File: config.mk
export PLATFORM = sky130hd
export DESIGN_NAME = pen_pwr_ctrl
export DESIGN_NICKNAME = d
export VERILOG_FILES = /design/src/rtl/pen_pwr_pkg.sv /design/src/rtl/pen_ctl_reg.sv /design/src/rtl/pen_sync.sv /design/src/rtl/pen_fsm.sv /design/src/rtl/pen_pwr_ctrl.sv
export SDC_FILE = /design/constraint.sdc
export NUM_CORES = 1
export LEC_CHECK = 0
export CAP_MARGIN = 20
export CORE_AREA = 2 2 39 41
export DETAILED_ROUTE_END_ITERATION = 8
export DIE_AREA = 0 0 41 43
export PLACE_DENSITY = 0.43
export SYNTH_ARGS = -nofsm -noshare
export SYNTH_HDL_FRONTEND = slang
export SYNTH_SLANG_ARGS = --single-unit
File: constraint.sdc
create_clock -name clk -period 1.55 [get_ports clk]
set_input_delay 0.155 -clock clk [delete_from_list [all_inputs] [get_ports clk]]
set_output_delay 0.155 -clock clk [all_outputs]
set_load 0.03 [all_outputs]
File: src/rtl/pen_pwr_pkg.sv
package pen_pwr_pkg;

    localparam int PD_W = 2;

    typedef enum logic [1:0] {
        ST_IDLE_ARMED = 2'd0,
        ST_IDLE_QUIET = 2'd1,
        ST_CONV_POS   = 2'd2,
        ST_CONV_AUX   = 2'd3
    } pen_state_t;

    function automatic logic is_conv(pen_state_t s);
        return (s == ST_CONV_POS) || (s == ST_CONV_AUX);
    endfunction

endpackage

File: src/rtl/pen_ctl_reg.sv
module pen_ctl_reg
    import pen_pwr_pkg::*;
(
    input  logic            clk,
    input  logic            rst_n,
    input  logic            load,
    input  logic [PD_W-1:0] pd_in,
    output logic            pd0_q,
    output logic            ref_q
);

    localparam int REF_BIT = PD_W - 1;

    // Power code captured when the converter goes busy
    always_ff @(posedge clk or negedge rst_n) begin
        if (!rst_n) begin
            pd0_q <= 1'b0;
            ref_q <= 1'b0;
        end else if (load) begin
            pd0_q <= pd_in[0];
            ref_q <= pd_in[REF_BIT];
        end
    end

    assert_ref_follows_R7: assert property (@(posedge clk) disable iff (!rst_n)
        load |=> (ref_q == $past(pd_in[REF_BIT])));

    assert_ref_hold_R7: assert property (@(posedge clk) disable iff (!rst_n)
        !load |=> $stable(ref_q));

endmodule

File: src/rtl/pen_sync.sv
module pen_sync #(
    parameter int STAGES = 2
) (
    input  logic clk,
    input  logic rst_n,
    input  logic d_async,
    output logic q_sync
);

    localparam int LAST = STAGES - 1;

    logic [LAST:0] chain;

    generate
        for (genvar i = 0; i < STAGES; i++) begin : g_stage
            if (i == 0) begin : g_first
                always_ff @(posedge clk or negedge rst_n) begin
                    if (!rst_n) chain[0] <= 1'b0;
                    else        chain[0] <= d_async;
                end
            end else begin : g_next
                always_ff @(posedge clk or negedge rst_n) begin
                    if (!rst_n) chain[i] <= 1'b0;
                    else        chain[i] <= chain[i-1];
                end
            end
        end
    endgenerate

    assign q_sync = chain[LAST];

endmodule

File: src/rtl/pen_fsm.sv
module pen_fsm
    import pen_pwr_pkg::*;
(
    input  logic clk,
    input  logic rst_n,
    input  logic ctl_load,
    input  logic ctl_meas_pos,
    input  logic pd0_q,
    input  logic conv_active,
    input  logic eoc_strobe,
    input  logic touch_s,
    output logic pen_irq_n,
    output logic ym_drv_en,
    output logic pullup_en,
    output logic adc_en
);

    pen_state_t state_q, state_d;

    // State register
    always_ff @(posedge clk or negedge rst_n) begin
        if (!rst_n) state_q <= ST_IDLE_ARMED;
        else        state_q <= state_d;
    end

    // Next state: load beats end strobe, end strobe beats abort
    always_comb begin
        state_d = state_q;
        if (ctl_load) begin
            state_d = ctl_meas_pos ? ST_CONV_POS : ST_CONV_AUX;
        end else begin
            unique case (state_q)
                ST_IDLE_ARMED: state_d = ST_IDLE_ARMED;
                ST_IDLE_QUIET: state_d = ST_IDLE_QUIET;
                ST_CONV_POS, ST_CONV_AUX: begin
                    if (eoc_strobe)
                        state_d = pd0_q ? ST_IDLE_QUIET : ST_IDLE_ARMED;
                    else if (!conv_active)
                        state_d = ST_IDLE_QUIET;
                end
            endcase
        end
    end

    // Outputs
    always_comb begin
        pen_irq_n = 1'b1;
        ym_drv_en = 1'b0;
        pullup_en = 1'b1;
        unique case (state_q)
            ST_IDLE_ARMED: begin
                pen_irq_n = ~touch_s;
                ym_drv_en = 1'b1;
            end
            ST_IDLE_QUIET: begin
                pen_irq_n = 1'b1;
            end
            ST_CONV_POS: begin
                pen_irq_n = 1'b0;
                pullup_en = 1'b0;
            end
            ST_CONV_AUX: begin
                pen_irq_n = 1'b1;
            end
        endcase
        adc_en = pd0_q | is_conv(state_q);
    end

    assert_pos_forced_low_R3: assert property (@(posedge clk) disable iff (!rst_n)
        (ctl_load && ctl_meas_pos) |=> (!pen_irq_n && !pullup_en && !ym_drv_en));

    assert_aux_forced_high_R4: assert property (@(posedge clk) disable iff (!rst_n)
        (ctl_load && !ctl_meas_pos) |=> (pen_irq_n && pullup_en && !ym_drv_en));

    assert_quiet_after_end_R5: assert property (@(posedge clk) disable iff (!rst_n)
        (is_conv(state_q) && eoc_strobe && !ctl_load && pd0_q) |=> (pen_irq_n && !ym_drv_en));

    assert_rearm_at_end_R6: assert property (@(posedge clk) disable iff (!rst_n)
        (is_conv(state_q) && eoc_strobe && !ctl_load && !pd0_q) |=> (state_q == ST_IDLE_ARMED));

    assert_adc_on_R8: assert property (@(posedge clk) disable iff (!rst_n)
        pd0_q |-> adc_en);

    assert_abort_quiet_R9: assert property (@(posedge clk) disable iff (!rst_n)
        (is_conv(state_q) && !eoc_strobe && !ctl_load && !conv_active) |=> (state_q == ST_IDLE_QUIET));

endmodule

File: src/rtl/pen_pwr_ctrl.sv
module pen_pwr_ctrl
    import pen_pwr_pkg::*;
#(
    parameter int SYNC_STAGES = 2
) (
    input  logic            clk,
    input  logic            rst_n,
    input  logic            ctl_load,
    input  logic [PD_W-1:0] ctl_pd,
    input  logic            ctl_meas_pos,
    input  logic            conv_active,
    input  logic            eoc_strobe,
    input  logic            touch_raw,
    output logic            pen_irq_n,
    output logic            ref_en,
    output logic            adc_en,
    output logic            ym_drv_en,
    output logic            pullup_en
);

    logic pd0_q;
    logic touch_s;

    pen_ctl_reg u_reg (
        .clk   (clk),
        .rst_n (rst_n),
        .load  (ctl_load),
        .pd_in (ctl_pd),
        .pd0_q (pd0_q),
        .ref_q (ref_en)
    );

    pen_sync #(.STAGES(SYNC_STAGES)) u_sync (
        .clk     (clk),
        .rst_n   (rst_n),
        .d_async (touch_raw),
        .q_sync  (touch_s)
    );

    pen_fsm u_fsm (
        .clk          (clk),
        .rst_n        (rst_n),
        .ctl_load     (ctl_load),
        .ctl_meas_pos (ctl_meas_pos),
        .pd0_q        (pd0_q),
        .conv_active  (conv_active),
        .eoc_strobe   (eoc_strobe),
        .touch_s      (touch_s),
        .pen_irq_n    (pen_irq_n),
        .ym_drv_en    (ym_drv_en),
        .pullup_en    (pullup_en),
        .adc_en       (adc_en)
    );

endmodule

==> run_results.csv <==
group,metric,value,unit
placement,gp_congestion,0.669,
setup_path,reg2reg_depth,3,
power_and_ir_drop,ir_drop,0.405,mV
final_layout,finalNetCount,45,
grt,track_usage,7.60,%
route,wl_per_cell,8.84,um
sta,finalSetupViolations,0,
placement,hpwl,369,um
job,max-cap-violations,0,
logic_synthesis,ys.warnings.count,0,
sta,period_needed,1460,ps
clocking,cts.sinks,6,
logic_synthesis,avgSynthCellArea,13.6,um^2
final_layout,fin_area,413,um^2
logic_synthesis,netlist_area,245,um^2
final_layout,diodes,0,
clocking,clk_pin_slew,40,ps
setup_path,arrival,1310,ps
route,drt_first_pass_iters,2,
power_and_ir_drop,power,401,uW
power_and_ir_drop,powerDensity,970,nW/um^2
floorplan,die_w,41,um
clocking,cts_buffers,3,
logic_synthesis,yosysSeqAreaShare,61.2,%
placement,port_buffers,13,
placement,place_area,395,um^2
clocking,cts_max_level,1,
sta,slew_viol_final,0,
grt,grt_max_degree,7,
clocking,insertion_delay,230,ps
route,vias,192,
setup_path,startpoint_type,"register",
sta,fin_crit_sh,94.2,%
grt,gr-total-overflow,0,
route,final_antenna_net_count,0,
floorplan,fp.coreArea,1380,um^2
grt,grt_pass1_wl,834,um
logic_synthesis,yosysUniqueCellTypes,10,
grt,grt_pass1_vias,213,
floorplan,die_h,43,um
grt,antenna_found_initial,0,
route,drc,0,
floorplan,io_pins,14,
route,postRouteWirelength,442,um
clocking,cts_tree,"yes",
setup_path,cp_max_fo,6,
route,drt_iter0_drc,1,
floorplan,rows,14,
logic_synthesis,synth_nets,27,
sta,skew,0.0398,ps
logic_synthesis,syn-instance-count,18,
logic_synthesis,ys_ff_latch,6,
final_layout,syn2layout_area_growth,68.4,%
final_layout,fillerInstances,152,
sta,fmax,0.685,GHz
sta,worst_pin_slew,305,ps
sta,fin_tns_setup,0,ps
setup_path,required,1390,ps
final_layout,final_layout_size_suffix_gt1_share,23.5,%
clocking,cts-root-buf,"clkbuf_4",
route,vias_per_cell,3.84,
setup_path,path_class,"reg2out",
setup_path,worstReg2RegStart,"u_fsm.state_q[1]$_DFFE_PN0P_",
sta,rsz0062_at_grt,"false",
sta,slew_headroom,79.6,%
power_and_ir_drop,total_leakage_power,0.169,nW
setup_path,end_kind,"primary output",
floorplan,dieArea,1760,um^2
floorplan,start_util,17.7,%
sta,final_hold_viol_count,0,
setup_path,r2r_setup_slack,640,ps
clocking,cts_buffer_depth,2,
worst_hold_path,hold_path.class,"in2async",
run_status,status,"complete, no violations",
==> worst max-delay path: stages, from the launching register on <==
cell and delay [ps]:
dfrtp_1 420, or2_2 300, dlygate4sd2_1 350
==> per-stage QoR <==
step / hold slack (ps) / util [%] / setup WS (ps) / instances
after floorplan: -141 / - / 503 / 18
after global placement: 333 / 28.6 / 101 / 47
after detailed placement: 336 / 28.6 / 99.0 / 47
after CTS: 157 / 29.8 / 73.9 / 50
after global routing: 155 / 29.8 / 17.2 / 50
final: 157 / 29.8 / 89.2 / 50
==> how the worst max path moves through the flow <==
stage,endpoint,start,cells past startpoint
5_1_grt,adc_en,u_fsm.state_q[1]$_DFFE_PN0P_,2
4_1_cts,adc_en,u_fsm.state_q[1]$_DFFE_PN0P_,2
3_3_place_gp,adc_en,u_fsm.state_q[1]$_DFFE_PN0P_,2
6_report,adc_en,u_fsm.state_q[1]$_DFFE_PN0P_,2
2_1_floorplan,pen_irq_n,u_fsm.state_q[1]$_DFFE_PN0P_,1
3_5_place_dp,adc_en,u_fsm.state_q[1]$_DFFE_PN0P_,2
==> power by group <==
part           internal, mW  switching [mW]  leakage [nW]
Sequential            0.170         0.00913        0.0690
Combinational        0.0440          0.0412        0.0860
Clock                0.0871          0.0495        0.0138
==> metal layers <==
layer	share of wire (%)	wire, um	global-route usage [%]
met1	43	192	8.61
met2	42	187	9.38
met3	14	62	3.66
met4	0	0	8.00
met5	0	0	0
==> cell usage after synthesis <==
cell type	count	area, um^2
a211oi_1	2	15.0
or2b_1	1	7.51
o21bai_1	2	15.0
mux2_2	2	22.5
or2_2	1	6.26
nor2_1	1	3.75
nand2b_1	1	6.26
inv_2	1	3.75
nor4b_2	1	15.0
dfrtp_1	6	150
==> layout make-up <==
class                      count  area (um^2)  area share (%)
timing repair buffer          13          125            30.3
inverter                       1         3.75           0.909
sequential                     6          150            36.4
clock buffer                   3         22.5            5.45
multi-input combinational     11         91.3            22.1
tap                           16         20.0            4.85
==> cells in the final DEF (no fill, tap or decap) <==
cell / netlist / final
clkdlybuf4s50_1: 0 / 9
dfrtp_1: 6 / 6
dlygate4sd2_1: 0 / 4
clkbuf_4: 0 / 3
o21bai_1: 2 / 2
mux2_2: 2 / 2
a211oi_1: 2 / 2
nor2_1: 1 / 1
or2b_1: 1 / 1
or2_2: 1 / 1
nand2b_1: 1 / 1
inv_2: 1 / 1
nor4b_2: 1 / 1
==> cells by family after synthesis <==
logic type      synth area share (%)
mux                             9.18
simple gates                    15.8
compound gates                  12.2
buf+inv                         1.53
flops                           61.2
==> repair_timing <==
item | in CTS | in global routing
resized for setup | 4 | 0
setup buffers | 0 | 0
hold buffers | 0 | 0
setup endpoints to repair | 4 | 0
No activity file was read; power rests on OpenSTA's default activity.
